$ cat config.mk
export PLATFORM = sky130hd
export DESIGN_NAME = rx_ctlchar_filter
export DESIGN_NICKNAME = d
export VERILOG_FILES = /design/src/rtl/ccf_pkg.sv /design/src/rtl/ccf_entry_table.sv /design/src/rtl/ccf_match.sv /design/src/rtl/ccf_irq_ctrl.sv /design/src/rtl/rx_ctlchar_filter.sv
export SDC_FILE = /design/constraint.sdc
export NUM_CORES = 1
export LEC_CHECK = 0
export ABC_AREA = 1
export BUFFER_PORTS_ARGS = -buffer_cell sky130_fd_sc_hd__buf_2
export CAP_MARGIN = 40
export CORE_ASPECT_RATIO = 0.8
export CORE_MARGIN = 2
export CORE_UTILIZATION = 60
export CTS_BUF_LIST = sky130_fd_sc_hd__clkbuf_8
export DETAILED_ROUTE_END_ITERATION = 12
export GPL_TIMING_DRIVEN = 0
export PLACE_DENSITY = 0.79
export SLEW_MARGIN = 40
export SYNTH_ARGS = -nofsm -noshare
export SYNTH_HDL_FRONTEND = slang
export SYNTH_HIERARCHICAL = 1
export SYNTH_SLANG_ARGS = --single-unit
export TNS_END_PERCENT = 50
$ cat constraint.sdc
create_clock -name clk -period 2.6 [get_ports clk]
set_input_delay 0.52 -clock clk [delete_from_list [all_inputs] [get_ports clk]]
set_output_delay 0.52 -clock clk [all_outputs]
set_load 0.1 [all_outputs]
$ cat src/rtl/ccf_pkg.sv
package ccf_pkg;
  typedef enum logic {
    ACT_EOM    = 1'b0,
    ACT_REJECT = 1'b1
  } ccf_act_e;

  typedef struct packed {
    logic     vld;
    ccf_act_e act;
  } ccf_ctl_t;
endpackage

$ cat src/rtl/ccf_entry_table.sv
module ccf_entry_table
  import ccf_pkg::*;
#(
  parameter int N_ENT = 8,
  parameter int CHR_W = 16,
  parameter int AW    = 4
) (
  input  logic                       clk,
  input  logic                       rst_n,
  input  logic                       cfg_we,
  input  logic [AW-1:0]              cfg_addr,
  input  logic [CHR_W+1:0]           cfg_wdata,
  output logic [N_ENT-1:0][CHR_W-1:0] ent_chr,
  output ccf_ctl_t [N_ENT-1:0]       ent_ctl,
  output logic [CHR_W-1:0]           mask
);
  localparam logic [AW-1:0] MASK_ADDR = AW'(N_ENT);

  // mask register
  logic             mask_en;
  logic [CHR_W-1:0] mask_d;
  always_comb begin
    mask_en = cfg_we && (cfg_addr == MASK_ADDR);
    mask_d  = mask_en ? cfg_wdata[CHR_W-1:0] : mask;
  end
  always_ff @(posedge clk or negedge rst_n) begin
    if (!rst_n) mask <= '0;
    else        mask <= mask_d;
  end

  // entry registers
  for (genvar i = 0; i < N_ENT; i++) begin : g_ent
    logic             wr_en;
    logic [CHR_W-1:0] chr_d;
    ccf_ctl_t         ctl_d;
    always_comb begin
      wr_en = cfg_we && (cfg_addr == AW'(i));
      chr_d = wr_en ? cfg_wdata[CHR_W-1:0] : ent_chr[i];
      ctl_d = wr_en ? ccf_ctl_t'({cfg_wdata[CHR_W], cfg_wdata[CHR_W+1]}) : ent_ctl[i];
    end
    always_ff @(posedge clk or negedge rst_n) begin
      if (!rst_n) begin
        ent_chr[i] <= '0;
        ent_ctl[i] <= '{vld: 1'b0, act: ACT_EOM};
      end else begin
        ent_chr[i] <= chr_d;
        ent_ctl[i] <= ctl_d;
      end
    end
  end
endmodule

$ cat src/rtl/ccf_match.sv
module ccf_match
  import ccf_pkg::*;
#(
  parameter int N_ENT = 8,
  parameter int CHR_W = 16
) (
  input  logic [CHR_W-1:0]            chr,
  input  logic [N_ENT-1:0][CHR_W-1:0] ent_chr,
  input  ccf_ctl_t [N_ENT-1:0]        ent_ctl,
  input  logic [CHR_W-1:0]            mask,
  output logic [N_ENT-1:0]            win_oh,
  output logic                        hit,
  output ccf_act_e                    hit_act
);
  logic [N_ENT-1:0] raw;

  for (genvar i = 0; i < N_ENT; i++) begin : g_cmp
    assign raw[i] = ent_ctl[i].vld && (((chr ^ ent_chr[i]) & mask) == '0);
  end

  // lowest index wins
  always_comb begin
    win_oh  = raw & (~raw + N_ENT'(1));
    hit     = |raw;
    hit_act = ACT_EOM;
    for (int i = 0; i < N_ENT; i++) begin
      if (win_oh[i]) hit_act = ent_ctl[i].act;
    end
  end
endmodule

$ cat src/rtl/ccf_irq_ctrl.sv
module ccf_irq_ctrl #(
  parameter int CHR_W = 16
) (
  input  logic             clk,
  input  logic             rst_n,
  input  logic             rej_fire,
  input  logic [CHR_W-1:0] rej_data,
  input  logic             ctl_we,
  input  logic [1:0]       ctl_wdata,
  output logic [CHR_W-1:0] rej_char,
  output logic             irq
);
  logic             en_q, en_d;
  logic             stat_q, stat_d;
  logic [CHR_W-1:0] rej_d;

  always_comb begin
    en_d   = ctl_we ? ctl_wdata[0] : en_q;
    rej_d  = rej_fire ? rej_data : rej_char;
    stat_d = stat_q;
    if (ctl_we && ctl_wdata[1]) stat_d = 1'b0;
    if (rej_fire)               stat_d = 1'b1;  // set wins over clear
  end

  always_ff @(posedge clk or negedge rst_n) begin
    if (!rst_n) begin
      en_q     <= 1'b0;
      stat_q   <= 1'b0;
      rej_char <= '0;
    end else begin
      en_q     <= en_d;
      stat_q   <= stat_d;
      rej_char <= rej_d;
    end
  end

  assign irq = stat_q & en_q;

  assert_reject_capture_R5: assert property (@(posedge clk) disable iff (!rst_n)
    rej_fire |=> (stat_q && rej_char == $past(rej_data)));

  assert_status_sticky_R9: assert property (@(posedge clk) disable iff (!rst_n)
    (stat_q && !(ctl_we && ctl_wdata[1])) |=> stat_q);

  assert_hold_overwrite_R6: assert property (@(posedge clk) disable iff (!rst_n)
    !rej_fire |=> $stable(rej_char));
endmodule

$ cat src/rtl/rx_ctlchar_filter.sv
module rx_ctlchar_filter
  import ccf_pkg::*;
#(
  parameter int N_ENT = 8,
  parameter int CHR_W = 16,
  localparam int AW   = $clog2(N_ENT + 2)
) (
  input  logic             clk,
  input  logic             rst_n,
  input  logic             rx_valid,
  input  logic [CHR_W-1:0] rx_data,
  input  logic             cfg_we,
  input  logic [AW-1:0]    cfg_addr,
  input  logic [CHR_W+1:0] cfg_wdata,
  output logic             buf_we,
  output logic [CHR_W-1:0] buf_data,
  output logic             buf_eom,
  output logic [CHR_W-1:0] rej_char,
  output logic             irq
);
  localparam logic [AW-1:0] CTRL_ADDR = AW'(N_ENT + 1);

  logic [N_ENT-1:0][CHR_W-1:0] ent_chr;
  ccf_ctl_t [N_ENT-1:0]        ent_ctl;
  logic [CHR_W-1:0]            mask;
  logic [N_ENT-1:0]            win_oh;
  logic                        hit;
  ccf_act_e                    hit_act;

  ccf_entry_table #(.N_ENT(N_ENT), .CHR_W(CHR_W), .AW(AW)) u_table (
    .clk(clk), .rst_n(rst_n), .cfg_we(cfg_we), .cfg_addr(cfg_addr),
    .cfg_wdata(cfg_wdata), .ent_chr(ent_chr), .ent_ctl(ent_ctl), .mask(mask)
  );

  ccf_match #(.N_ENT(N_ENT), .CHR_W(CHR_W)) u_match (
    .chr(rx_data), .ent_chr(ent_chr), .ent_ctl(ent_ctl), .mask(mask),
    .win_oh(win_oh), .hit(hit), .hit_act(hit_act)
  );

  logic rej_fire, ctl_we;
  logic             we_d, eom_d;
  logic [CHR_W-1:0] data_d;

  always_comb begin
    rej_fire = rx_valid && hit && (hit_act == ACT_REJECT);
    ctl_we   = cfg_we && (cfg_addr == CTRL_ADDR);
    we_d     = rx_valid && !rej_fire;
    eom_d    = rx_valid && hit && (hit_act == ACT_EOM);
    data_d   = we_d ? rx_data : buf_data;
  end

  always_ff @(posedge clk or negedge rst_n) begin
    if (!rst_n) begin
      buf_we   <= 1'b0;
      buf_eom  <= 1'b0;
      buf_data <= '0;
    end else begin
      buf_we   <= we_d;
      buf_eom  <= eom_d;
      buf_data <= data_d;
    end
  end

  ccf_irq_ctrl #(.CHR_W(CHR_W)) u_irq (
    .clk(clk), .rst_n(rst_n), .rej_fire(rej_fire), .rej_data(rx_data),
    .ctl_we(ctl_we), .ctl_wdata(cfg_wdata[1:0]), .rej_char(rej_char), .irq(irq)
  );

  assert_single_winner_R7: assert property (@(posedge clk) disable iff (!rst_n)
    $onehot0(win_oh) && (hit == (win_oh != '0)));

  assert_eom_with_write_R4: assert property (@(posedge clk) disable iff (!rst_n)
    buf_eom |-> buf_we);

  assert_pass_through_R2: assert property (@(posedge clk) disable iff (!rst_n)
    (rx_valid && !hit) |=> (buf_we && !buf_eom && buf_data == $past(rx_data)));

  assert_idle_quiet_R10: assert property (@(posedge clk) disable iff (!rst_n)
    !rx_valid |=> (!buf_we && !buf_eom));
endmodule

Word level (Yosys, flattened, before mapping)
Cells that the tools add are included.
{ "classes": {"addsub": 1, "multipliers": 0, "n_div": 0, "magnitude_cmp": 0, "eq_ne": 9, "shifts": 0, "n_mux": 10, "bitwise_logic": 20, "reduce_logical": 35} }
{ "op_table": {"columns": ["op", "count"], "rows": [
  ["16-bit bitwise AND", 8],
  ["16-bit logical NOT", 8],
  ["16-bit XOR", 8],
  ["1-bit logical AND", 23],
  ["4-bit by 3-bit equality test with 1-bit output (second input constant)", 4],
  ["1-bit 2-to-1 mux", 10],
  ["8-bit by 1-bit adder with 8-bit output (second input constant)", 1],
  ["8-bit bitwise AND", 1],
  ["4-bit by 2-bit equality test with 1-bit output (second input constant)", 2],
  ["4-bit equality test (second input constant)", 2],
  ["8-bit inverter", 1],
  ["8-bit OR reduction", 1],
  ["4-bit by 1-bit equality test with 1-bit output (second input constant)", 1],
  ["4-bit logical NOT", 1],
  ["2-bit nonzero test", 1],
  ["1-bit bitwise AND", 1],
  ["1-bit logical NOT", 1],
  ["1-bit inverter", 1]
]} }
{ "totals": {"ff_bits": 196, "latchBits": 0, "ramBits": 0, "romBits": 0, "in_bits": 42, "out_inout_bits": 35, "word_cells": 106, "mem_count": 0} }

Logic depth before layout (Yosys ltp)
{ "logic_depth": {"depth_word": 18, "depth_mapped": 22, "mapped_depth_nobuf": 19} }

By module
The synthesis kept the hierarchy.
{ "modules_own_cells": {"columns": ["mod", "instances", "cells_each", "area_each_um2", "seq_area_each_um2"], "rows": [
  ["ccf_entry_table", 1, 767, 6735.2, 4003.8],
  ["ccf_match", 1, 659, 3026.7, 0.0],
  ["ccf_irq_ctrl", 1, 78, 720.7, 450.4],
  ["rx_ctlchar_filter", 1, 79, 716.9, 450.4]
]} }

Worst setup path after synthesis
OpenSTA, ideal clock, no wires.
{ "synth_path": {"path_kind": "input to register", "startpoint": "input port rx_data[10]", "endpoint": "register u_irq.rej_char[3]", "setup_ns": 0.122, "arrival_time_ns": 2.369, "t_required_ns": 2.478, "path_slack_ns": 0.109, "stages": 19, "n_path_buf": 4, "cell_sequence": "buf_6 buf_6 or2_1 nand2_2 nand4_2 nor2_2 nand3_2 nor2_4 nand3_2 nor2_2 nor2_1 nand3_1 nand3_1 inv_1 buf_6 inv_8 buf_8 nand2_1 nand2_1"} }
{ "synth_via": {"elab_chain_cells": 16, "elab_cells_between_ends": 46, "classes_between": "add/sub: 1; mux: 8; bitwise: 18; reduce/logical: 19"} }
{ "synth_lines": {"columns": ["element", "line", "rtl"], "rows": [
  ["start, declared", "rx_ctlchar_filter.sv:11", "input logic [CHR_W-1:0] rx_data,"],
  ["16-bit XOR", "ccf_match.sv:18", "assign raw[i] = ent_ctl[i].vld && (((chr ^ ent_chr[i]) & mask) == '0);"],
  ["16-bit bitwise AND", "ccf_match.sv:18", null],
  ["16-bit logical NOT", "ccf_match.sv:18", null],
  ["1-bit logical AND", "ccf_match.sv:18", null],
  ["8-bit inverter", "ccf_match.sv:23", "win_oh = raw & (~raw + N_ENT'(1));"],
  ["8-bit by 1-bit adder with 8-bit output", "ccf_match.sv:23", null],
  ["8-bit bitwise AND *", "ccf_match.sv:23", null],
  ["1-bit 2-to-1 mux (7 in a row)", "ccf_match.sv:27", "if (win_oh[i]) hit_act = ent_ctl[i].act;"],
  ["1-bit 2-to-1 mux *", "ccf_match.sv:27", null],
  ["named net hit_act", "rx_ctlchar_filter.sv:28", "ccf_act_e hit_act;"],
  ["1-bit logical AND *", "rx_ctlchar_filter.sv:45", "rej_fire = rx_valid && hit && (hit_act == ACT_REJECT);"],
  ["named net rej_fire", "rx_ctlchar_filter.sv:40", "logic rej_fire, ctl_we;"],
  ["end signal, assigned", "ccf_irq_ctrl.sv:33", "rej_char <= rej_d;"],
  ["end, declared", "ccf_irq_ctrl.sv:10", "output logic [CHR_W-1:0] rej_char,"]
]} }
The timed path passes the listed nets; every way through them passes the cells marked *.
A chain may end at the register's enable or synchronous reset.

Worst setup path after layout
{ "layout_path": {"startpoint": "register u_table.mask[1]", "endpoint": "register u_irq.rej_char[8]"} }
{ "layout_via": {"elab_chain_cells": 15, "elab_cells_between_ends": 38, "classes_between": "add/sub: 1; mux: 8; bitwise: 10; reduce/logical: 19"} }
{ "layout_lines": {"columns": ["element", "line", "rtl"], "rows": [
  ["start, declared", "ccf_entry_table.sv:15", "output logic [CHR_W-1:0] mask"],
  ["start signal, assigned", "ccf_entry_table.sv:28", "else mask <= mask_d;"],
  ["16-bit bitwise AND", "ccf_match.sv:18", null],
  ["16-bit logical NOT", "ccf_match.sv:18", null],
  ["1-bit logical AND", "ccf_match.sv:18", null],
  ["8-bit inverter", "ccf_match.sv:23", null],
  ["8-bit by 1-bit adder with 8-bit output", "ccf_match.sv:23", null],
  ["8-bit bitwise AND *", "ccf_match.sv:23", null],
  ["1-bit 2-to-1 mux (7 in a row)", "ccf_match.sv:27", null],
  ["1-bit 2-to-1 mux *", "ccf_match.sv:27", null],
  ["named net hit_act", "rx_ctlchar_filter.sv:28", null],
  ["1-bit logical AND *", "rx_ctlchar_filter.sv:45", null],
  ["named net rej_fire", "rx_ctlchar_filter.sv:40", null]
]} }
Marked as above.

==> flow_summary.toml <==
[place]
pre_cts_ws_ns = -0.6392
dpl_cell_area_um2 = 11760
gp_congestion = 0.8998
hpwl_um = 23790
port_buffers = 60

[critical_path]
crit_top_cell = "nor2_2"
cp_top_family = "simple AND/OR/NAND/NOR gates"
startpoint_type = "register"
path_max_fanout = 7
crit_slowest_cell = "dfrtp_2"
cp.required_ns = 2.98
r2r_slack_ns = 0.04
cp.arrival_ns = 2.93
r2r_start = "u_table/mask[1]"
reg2reg_to = "u_irq/rej_char[8]"
path_buf_inv = 4
cpPeakStageDelay_ns = 0.50
cp-end-kind = "register"
path_cells = "inv_4 -> nor2_1 -> nand2_1 -> nand3_1 -> nor2_2 -> nand3_4 -> nand3_2 -> nor2_2 -> nor2_2 -> nand3_1 -> nor2_2 -> nand3_4 -> nand3_4 -> inv_4 -> buf_8 -> clkbuf_16 -> nand2_2 -> nand2_1"
r2r_cells = 18
path_class = "reg2reg"

[drt]
via_per_inst = 5.664
top_layer_used = "met4"
drt-total-wl_um = 32670
met1_length_um = 13610
wl_met3_um = 3330
wl_met2_um = 14680
ant_nets = 0
dr.pass1.iters = 6
wl_per_cell_um = 17.16
num_vias = 10784
drt_first_iter_violations = 1296
post-route-drc-count = 0

[die]
initial_core_util = 0.6122
pin_count = 77
core_um2 = 18110
rows = 44
die_x_um = 156.0
die_h_um = 125.6
die_area_um2 = 19590

[cells_and_area]
layout.nets = 1704
antennaDiodeCount = 0
layout-drive-gt1-share = 0.1643
syn_to_final_growth_pct = 12.91
final_area_um2 = 12520
final_core_util = 0.6912

[timing]
worstMarginPinSlew_ns = 0.6857
fmax_mhz = 390.8
slew_headroom = 0.5428
setup_viol = 0
fin_worst_skew_ns = 0.01547
hold_viol_final = 0
hold_slack_ns = 0.2693
worst_slack_ns = 0.04140
period_needed_ns = 2.559
slew_viol_final = 0
period_share = 0.9841
rsz0062_at_grt = "yes"

[yosys]
synthCells = 1562
yosys_warnings = 6
syn_area_um2 = 11090
synth_nets = 1604
synth.avg_cell_area_um2 = 7.099

[clock_tree]
path_clk_slew_ns = 0.10
cts.htree.levels = 4
cts_buffer_depth = 2
numCtsBuffers = 17
cts_tree = "yes"
clkSinkCount = 196
cts_root_buf = "clkbuf_8"
clock_latency_ns = 0.48

[worst_hold_path]
hold_depth = 3
worstHoldStart = "cfg_wdata[0]"
whs_endpoint = "u_irq/en_q"
hp-class = "in2reg"

[pwr]
comb_power_share = 0.387
leakage_nw = 6.590
power_frac_seq = 0.420
power.net_switching_mw = 4.541
swShare = 0.4432
powerDensity_nw_per_um2 = 818.4
power_mw = 10.25
internal-power_mw = 5.705
clkPwrFrac = 0.193
ir_drop_mv = 0.4881

[global_route]
grt_start_max_net_pins = 62
grt_pass1_wl_um = 50850
grt_antenna_before_repair = 0
grt_overflow_total = 0
first_global_vias = 9761
grt_usage = 0.3376

[job]
drv_cap = 0

[outcome]
status = "completed"
placed cells by master, fill, tap and decap left out, types with 3 or more instances in the layout:
master	instances
nand2_1	644
dfrtp_1	185
nor2_1	142
inv_1	102
nand4_1	100
buf_2	87
nand3_1	44
a21oi_1	44
o21ai_0	36
o21bai_1	36
clkbuf_1	33
nor2_2	30
nand2_2	25
clkbuf_8	21
buf_4	21
buf_6	20
dfrtp_2	11
o21ai_1	10
nand3_2	10
inv_2	7
nand3_4	5
or2_1	5
nor2_4	5
buf_1	4
inv_4	3
nor3_1	3
clkinvlp_4	3
inv_6	3
buf_8	3
buf_12	3
xnor2_1	3
cell type report:
cell class                 instances  area (µm²)
timing repair buffer              82       580.6
clock inverter                    10       97.59
sequential                       196        4918
tap                              230       287.8
inverter                         113       439.2
fill                            1540        5593
multi-input combinational       1159        5335
clock buffer                      21       289.0
buffer                            93       571.8
worst max-delay path by stage:
stage | start | to | slack, ns | cells past startpoint
after floorplan | rx_data[10] | u_irq/rej_char[3] | 0.12 | 19
after global placement | rst_n | u_table/ent_chr[97] | -2.26 | 1
after detailed placement | rx_data[15] | u_irq/rej_char[6] | -0.64 | 19
after CTS | u_table/ent_chr[11] | u_irq/rej_char[8] | 0.002 | 17
after global routing | u_table/mask[15] | u_irq/rej_char[3] | -0.09 | 19
final | u_table/mask[1] | u_irq/rej_char[8] | 0.04 | 18
timing repair:
item / CTS / global route
gates resized for setup: 19 / 57
hold buffers: 1 / 0
cloned: 0 / 2
buffers inserted: 6 / 10
endpoints found under the setup margin: 34 / 32
hold endpoints to repair: 47 / 0
pin swaps: 3 / 21
power groups by stage:
stage	clock network (mW)	registers, mW	logic (mW)
after floorplan	0	5.33	1.77
after global placement	0	4.31	3.59
after detailed placement	0	4.34	3.69
after CTS	2.00	4.29	3.77
after global routing	2.12	4.40	4.31
final	1.98	4.30	3.96
tightest hold or removal path: cells and delay by family:
family	cells	cell delay, ns
buffers and inverters	1	0.09
AND/OR/NAND/NOR	1	0.04
AO/OA/AOI/OAI	1	0.06
through the flow:
stage          std cells  TNS (ns)
6_report            1904         0
5_1_grt             1904    -1.372
4_1_cts             1892         0
3_5_place_dp        1855    -17.11
3_3_place_gp        1852   -456.93
2_1_floorplan       1562         0
state kept, by name, indices dropped and copies added, names as in the netlist:
name             count
buf_we               1
u_irq/en_q           1
u_irq/stat_q         1
buf_eom              1
buf_data            16
u_table/mask        16
u_table/ent_chr    128
u_irq/rej_char      16
u_table/ent_ctl     16
layer usage:
layer | GRT usage | vias up
met5 | 0 | -
met3 | 0.06378 | 89
met4 | 0.1166 | 0
met1 | 0.4803 | 4989
li1 | - | 5138
met2 | 0.5224 | 568
No activity file was read; power rests on OpenSTA's default activity.
